--- config.mk ---
export PLATFORM = sky130hd
export DESIGN_NAME = dct_top
export DESIGN_NICKNAME = d
export VERILOG_FILES = /design/src/rtl/dct_pkg.sv /design/src/rtl/dct_count.sv /design/src/rtl/dct_chan.sv /design/src/rtl/dct_top.sv
export SDC_FILE = /design/constraint.sdc
export NUM_CORES = 1
export LEC_CHECK = 0
export BUFFER_PORTS_ARGS = -buffer_cell sky130_fd_sc_hd__clkbuf_2
export CAP_MARGIN = 10
export CORE_MARGIN = 2
export CORE_UTILIZATION = 52
export CTS_CLUSTER_DIAMETER = 120
export DETAILED_ROUTE_END_ITERATION = 6
export HOLD_SLACK_MARGIN = 0.15
export PLACE_DENSITY_LB_ADDON = 0.25
export SYNTH_ARGS = -nofsm -noshare
export SYNTH_HDL_FRONTEND = slang
export SYNTH_SLANG_ARGS = --single-unit
--- constraint.sdc ---
create_clock -name clk -period 2.35 [get_ports clk]
set_input_delay 0 -clock clk [delete_from_list [all_inputs] [get_ports clk]]
set_output_delay 0 -clock clk [all_outputs]
set_load 0.02 [all_outputs]
--- src/rtl/dct_pkg.sv ---
package dct_pkg;
  typedef enum logic [1:0] {
    XM_DEMAND  = 2'b00,
    XM_SINGLE  = 2'b01,
    XM_BURST   = 2'b10,
    XM_CASCADE = 2'b11
  } xfer_mode_e;
endpackage

--- src/rtl/dct_count.sv ---
module dct_count #(
  parameter int CW = 16
) (
  input  logic          clk,
  input  logic          rst,
  input  logic          load,
  input  logic [CW-1:0] load_val,
  input  logic          dec,
  output logic [CW-1:0] cur,
  output logic [CW-1:0] base,
  output logic          at_zero
);
  always_ff @(posedge clk) begin
    if (rst) begin
      cur  <= '0;
      base <= '0;
    end else if (load) begin
      cur  <= load_val;
      base <= load_val;
    end else if (dec) begin
      cur <= cur - 1'b1;
    end
  end

  assign at_zero = (cur == '0);

  // one decrement per strobe
  a_r2_decrement: assert property (@(posedge clk) disable iff (rst)
    (dec && !load) |=> (cur == $past(cur) - 1'b1));
endmodule

--- src/rtl/dct_chan.sv ---
module dct_chan
  import dct_pkg::*;
#(
  parameter int CW = 16
) (
  input  logic          clk,
  input  logic          rst,
  input  logic          cnt_wr,
  input  logic [CW-1:0] cnt_val,
  input  logic          mode_wr,
  input  logic [1:0]    mode_val,
  input  logic          unit_start,
  input  logic          unit_done,
  input  logic          hw_line,
  input  logic          sw_wr,
  input  logic          sw_val,
  input  logic          end_line,
  output logic          term,
  output logic          tc_pulse,
  output logic          tc_stat,
  output logic          req,
  output logic          sreq,
  output logic          ack,
  output logic [CW-1:0] cur,
  output logic [CW-1:0] base
);
  xfer_mode_e mode_q;
  logic       end_q, hw_prev, at_zero;
  logic       done_eff, single, hit_tc, hit_end, hit_dem, hit_sgl, stop, clr_req;

  assign done_eff = unit_done && !cnt_wr;
  assign single   = (mode_q == XM_SINGLE);
  assign hit_tc   = done_eff && at_zero;
  assign hit_end  = done_eff && !at_zero && !single && end_q;
  assign hit_dem  = done_eff && !at_zero && !single && !end_q &&
                    (mode_q == XM_DEMAND) && !hw_line;
  assign hit_sgl  = done_eff && !at_zero && single;
  assign stop     = hit_tc || hit_end || hit_dem;
  assign clr_req  = stop || hit_sgl;

  dct_count #(.CW(CW)) u_count (
    .clk      (clk),
    .rst      (rst),
    .load     (cnt_wr),
    .load_val (cnt_val),
    .dec      (done_eff),
    .cur      (cur),
    .base     (base),
    .at_zero  (at_zero)
  );

  always_ff @(posedge clk) begin
    if (rst) begin
      mode_q   <= XM_DEMAND;
      end_q    <= 1'b0;
      hw_prev  <= 1'b0;
      req      <= 1'b0;
      sreq     <= 1'b0;
      tc_stat  <= 1'b0;
      ack      <= 1'b1;
      term     <= 1'b0;
      tc_pulse <= 1'b0;
    end else begin
      if (mode_wr) mode_q <= xfer_mode_e'(mode_val);
      hw_prev  <= hw_line;
      term     <= clr_req;
      tc_pulse <= hit_tc;

      if (clr_req || !hw_line) req <= 1'b0;
      else if (!hw_prev)       req <= 1'b1;

      if (clr_req)    sreq <= 1'b0;
      else if (sw_wr) sreq <= sw_val;

      if (stop) end_q <= 1'b0;
      else      end_q <= end_q || end_line;

      if (cnt_wr)      tc_stat <= 1'b0;
      else if (hit_tc) tc_stat <= 1'b1;

      if (unit_done)       ack <= 1'b1;
      else if (unit_start) ack <= 1'b0;
    end
  end

  // terminal count sets status and pulse and clears requests
  a_r3_tc_sets: assert property (@(posedge clk) disable iff (rst)
    (unit_done && !cnt_wr && cur == '0) |=> (tc_stat && tc_pulse && term && !req && !sreq));
  // end request stops without terminal count
  a_r4_end_no_tc: assert property (@(posedge clk) disable iff (rst)
    (unit_done && !cnt_wr && cur != '0 && mode_q != XM_SINGLE && end_q)
      |=> (term && !tc_pulse && !end_q && !req));
  // single mode drops both requests after a unit
  a_r6_single_clear: assert property (@(posedge clk) disable iff (rst)
    (unit_done && !cnt_wr && cur != '0 && mode_q == XM_SINGLE)
      |=> (term && !tc_pulse && !req && !sreq));
  // burst keeps running without an end cause
  a_r7_burst_runs: assert property (@(posedge clk) disable iff (rst)
    (unit_done && !cnt_wr && cur != '0 && mode_q == XM_BURST && !end_q) |=> !term);
  // count write loads and clears status
  a_r8_write_load: assert property (@(posedge clk) disable iff (rst)
    cnt_wr |=> (cur == $past(cnt_val) && base == $past(cnt_val) && !tc_stat));
  // acknowledge follows the strobes
  a_r9_ack_low: assert property (@(posedge clk) disable iff (rst)
    (unit_start && !unit_done) |=> !ack);
  a_r9_ack_high: assert property (@(posedge clk) disable iff (rst)
    unit_done |=> ack);
  // terminal-count pulse implies a stop pulse
  a_r3_pulse_pair: assert property (@(posedge clk) disable iff (rst)
    tc_pulse |-> term);
endmodule

--- src/rtl/dct_top.sv ---
module dct_top #(
  parameter int NCH = 4,
  parameter int CW  = 16,
  localparam int SW = $clog2(NCH)
) (
  input  logic              clk,
  input  logic              rst,
  input  logic              cnt_wr,
  input  logic [SW-1:0]     reg_sel,
  input  logic [CW-1:0]     cnt_wdata,
  input  logic              mode_wr,
  input  logic [7:0]        mode_wdata,
  input  logic              sw_req_wr,
  input  logic [NCH-1:0]    sw_req_wdata,
  input  logic [NCH-1:0]    unit_start,
  input  logic [NCH-1:0]    unit_done,
  input  logic [NCH-1:0]    hw_req,
  input  logic [NCH-1:0]    end_req,
  output logic [NCH-1:0]    term,
  output logic [NCH-1:0]    tc_pulse,
  output logic [NCH-1:0]    tc_status,
  output logic [NCH-1:0]    req_bits,
  output logic [NCH-1:0]    sreq_bits,
  output logic [NCH-1:0]    ack,
  output logic [NCH*CW-1:0] cur_count,
  output logic [NCH*CW-1:0] base_count
);
  logic [5:0] mode_unused_bits;
  assign mode_unused_bits = mode_wdata[5:0];

  for (genvar c = 0; c < NCH; c++) begin : g_ch
    logic sel_hit;
    assign sel_hit = (reg_sel == SW'(c));

    dct_chan #(.CW(CW)) u_chan (
      .clk        (clk),
      .rst        (rst),
      .cnt_wr     (cnt_wr && sel_hit),
      .cnt_val    (cnt_wdata),
      .mode_wr    (mode_wr && sel_hit),
      .mode_val   (mode_wdata[7:6]),
      .unit_start (unit_start[c]),
      .unit_done  (unit_done[c]),
      .hw_line    (hw_req[c]),
      .sw_wr      (sw_req_wr),
      .sw_val     (sw_req_wdata[c]),
      .end_line   (end_req[c]),
      .term       (term[c]),
      .tc_pulse   (tc_pulse[c]),
      .tc_stat    (tc_status[c]),
      .req        (req_bits[c]),
      .sreq       (sreq_bits[c]),
      .ack        (ack[c]),
      .cur        (cur_count[c*CW +: CW]),
      .base       (base_count[c*CW +: CW])
    );
  end

  // after reset all channels are idle
  a_r11_reset_idle: assert property (@(posedge clk)
    rst |=> (ack == '1 && term == '0 && tc_status == '0 && req_bits == '0));
endmodule

==> impl_metrics.ini <==
[timing]
finClkSkew_ns = 0.00844
min_period_over_period = 0.952
rsz0062_at_grt = false
slew_viol_final = 0
maxSlewHeadroom = 0.526
setup_tns_ns = 0
max_slew.worst_pin.slew_ns = 0.705
setup_viol = 0
finalHoldViolations = 0
period_minus_slack_ns = 2.24
clock.fmax_mhz = 447

[routing]
routedWlPerCell_um = 17.1
via_count = 7120
drt_first_pass_iters = 7
drt_iter0_drc = 606
drt_wl_total_um = 22100
drc = 1
drt.antenna.violating_nets = 0
viasPerCell = 5.52

[outcome]
outcome = finished, violations left
violations = DRC

[pwr]
p_sw_uw = 2410
combPwrFrac = 0.213
powerDensity_nw_per_um2 = 850
leakage_uw = 0.00406
pwr-share-clk = 0.381
internal_power_uw = 5760
vdd_ir_drop_max_mv = 0.503
switching_share = 0.295
seqPwrFrac = 0.406

[global_route]
grt_pass1_vias = 6551
grt-ovfl-total = 0
track_usage = 0.290
antenna_found_initial = 1
grt_pass1_wl_um = 33400
grt_max_degree = 48

[floorplanning]
core_um2 = 13900
rows = 43
initial_core_util = 0.530
io_pins = 203
die_w_um = 123
fp.dieH_um = 123
die_area_um2 = 15100

[clocking]
numCtsBuffers = 17
cts_tree = done
postCtsSetupRepairBufs = 0
clock_path_buffers = 2
insertion_delay_ns = 0.43
cts-root-buf = clkbuf_16
clock-sinks = 168
path_clk_slew_ns = 0.06
htreeDepth = 4

[synth]
async_reset_ff_frac = 0
synth_top_area_cell = dfxtp_1
yosysTopAreaCellShare = 0.457
ys.warnings.count = 0
ys_ff_latch = 168
syn-mean-instance-area_um2 = 8.27
ys_types = 55
synth_nets = 949
synth_flop_cell = dfxtp_1
synth_area_leaders = dfxtp_1 46%, nand2_1 7.5%, a21oi_1 6.2%, nor2_1 4.4%, a211oi_1 4.1%
synth_edf_count = 0
synth_area_um2 = 7360
netlist_instances = 890
ys_seq_area_frac = 0.457

[place]
dpl_cell_area_um2 = 8280
place_hpwl_um = 14300
place_congestion = 0.835
io_buffer_count = 196

[run]
maxCapViolations = 0

[cells_and_area]
final_cell_area_um2 = 9610
fillers = 1161
area_growth_pct = 30.5
nets = 1156
drive_above_1_share = 0.239

[worst_setup_path]
crit_path_start_kind = flop
arrival_ns = 2.55
critPathRequiredTime_ns = 2.66
crit_type = reg2reg
endpoint_kind = flop
crit_path_max_fanout = 7

[min_path]
hold_path_class = in2reg
-- cell type report --
class | instances | area (um2) | area share
Multi-Input combinational cell | 609 | 3500 | 0.364
Clock buffer | 21 | 470 | 0.0489
Inverter | 23 | 86.3 | 0.00898
Antenna cell | 1 | 2.50 | 0.000260
Tap cell | 180 | 225 | 0.0234
Sequential cell | 168 | 3360 | 0.350
Timing Repair Buffer | 278 | 1770 | 0.184
Clock inverter | 11 | 194 | 0.0202
-- cell families (layout without fill, tap and decap cells) --
family | Yosys count | after routing | synth area share
AO/OA/AOI/OAI | 189 | 189 | 0.160
XOR/XNOR | 44 | 44 | 0.0523
adder cells (fa/ha/maj) | 8 | 8 | 0.0136
buffers and inverters | 113 | 333 | 0.0724
flip-flops | 168 | 168 | 0.457
multiplexers | 10 | 10 | 0.0136
other | 0 | 1 | 0
AND/OR/NAND/NOR | 358 | 358 | 0.232
-- cells in the mapped netlist (all sizes together) (3+ instances only) --
cell type / count
a211oi: 40
a21oi: 91
a311oi: 10
and2: 4
and3: 3
buf: 28
clkbuf: 62
dfxtp: 168
ha: 8
inv: 23
mux2i: 10
nand2: 148
nand2b: 3
nand3: 5
nand3b: 6
nand4: 9
nor2: 86
nor2b: 8
nor3: 23
nor3b: 5
nor4: 19
nor4b: 5
o211ai: 4
o21a: 5
o21ai: 19
o31ai: 4
or2: 3
or3: 9
or4: 10
or4b: 3
xnor2: 26
xor2: 18
-- what timing repair did --
item | CTS | global route
resized for setup | 0 | 6
hold buffers | 64 | 0
setup endpoints to repair | 0 | 5
endpoints found under the hold margin | 164 | 0
-- power groups by stage --
stage	Clock, uW	Combinational (uW)	Sequential (uW)
after CTS	3150	1710	3310
after global routing	3280	1890	3350
after floorplan	0	934	3540
after detailed placement	0	1610	3370
after global placement	0	1600	3360
final	3120	1740	3320
-- routing by layer --
layer,up-vias,part of all wire,global-route usage
met1,3346,0.43,0.375
met4,0,0.025,0.112
li1,3472,-,-
met3,36,0.076,0.0724
met5,-,0,0
met2,266,0.47,0.467
-- final timing paths --
path                                                              startpoint                                           end  slack [ns]  cells after the start
worst min-delay path                                               hw_req[3]             g_ch[3].u_chan.hw_prev$_SDFF_PP0_        0.43                      3
worst max-delay path              g_ch[0].u_chan.u_count.cur[7]$_SDFFE_PP0P_              g_ch[0].u_chan.sreq$_SDFFE_PP0P_        0.11                      5
worst min register to register  g_ch[2].u_chan.u_count.base[13]$_SDFFE_PP0P_  g_ch[2].u_chan.u_count.base[13]$_SDFFE_PP0P_        0.46                      2
worst max register to register    g_ch[0].u_chan.u_count.cur[7]$_SDFFE_PP0P_              g_ch[0].u_chan.sreq$_SDFFE_PP0P_        0.11                      5
-- stage by stage --
| stage | hold slack [ns] | utilization | cells | total power [uW] | setup slack, ns |
|---|---|---|---|---|---|
| after detailed placement | 0.191 | 0.596 | 1194 | 4980 | 0.182 |
| after global placement | 0.182 | 0.596 | 1194 | 4960 | 0.216 |
| after floorplan | 0.100 | - | 890 | 4480 | 0.187 |
| final | 0.430 | 0.692 | 1291 | 8170 | 0.113 |
| after global routing | 0.428 | 0.692 | 1291 | 8520 | 0.0246 |
| after CTS | 0.409 | 0.690 | 1290 | 8170 | 0.0132 |
-- registers in the layout, summed over array words and instances (netlist names) --
signal,count
g_ch.u_chan.tc_pulse,4
g_ch.u_chan.u_count.base,64
g_ch.u_chan.sreq,4
g_ch.u_chan.mode_q,8
g_ch.u_chan.u_count.cur,64
g_ch.u_chan.hw_prev,4
g_ch.u_chan.req,4
g_ch.u_chan.tc_stat,4
g_ch.u_chan.end_q,4
g_ch.u_chan.term,4
g_ch.u_chan.ack,4
-- cell usage in the layout (no fill, tap or decap), types with 6 or more instances in the layout --
| cell | Yosys | routed |
|---|---|---|
| clkbuf_2 | 11 | 195 |
| dfxtp_1 | 168 | 168 |
| nand2_1 | 148 | 148 |
| a21oi_1 | 91 | 91 |
| nor2_1 | 86 | 85 |
| dlygate4sd3_1 | 0 | 64 |
| a211oi_1 | 40 | 40 |
| xnor2_1 | 26 | 26 |
| inv_1 | 23 | 23 |
| nor3_1 | 23 | 21 |
| o21ai_0 | 19 | 19 |
| nor4_1 | 19 | 18 |
| xor2_1 | 18 | 18 |
| buf_4 | 25 | 18 |
| clkbuf_16 | 0 | 17 |
| mux2i_1 | 10 | 10 |
| a311oi_1 | 10 | 10 |
| nand4_1 | 9 | 9 |
| or4_1 | 8 | 8 |
| or3_1 | 8 | 8 |
| nor2b_1 | 8 | 8 |
| ha_1 | 8 | 8 |
| nand3b_1 | 6 | 6 |
-- worst max-delay path, cell delays in order, from the launching register on --
cell and delay [ns]:
dfxtp_1 0.37, nor4_1 0.59, nand4_1 0.25, a21oi_1 0.29, nor3_1 0.07, dlygate4sd3_1 0.56
Power figures use the tool's default switching activity.
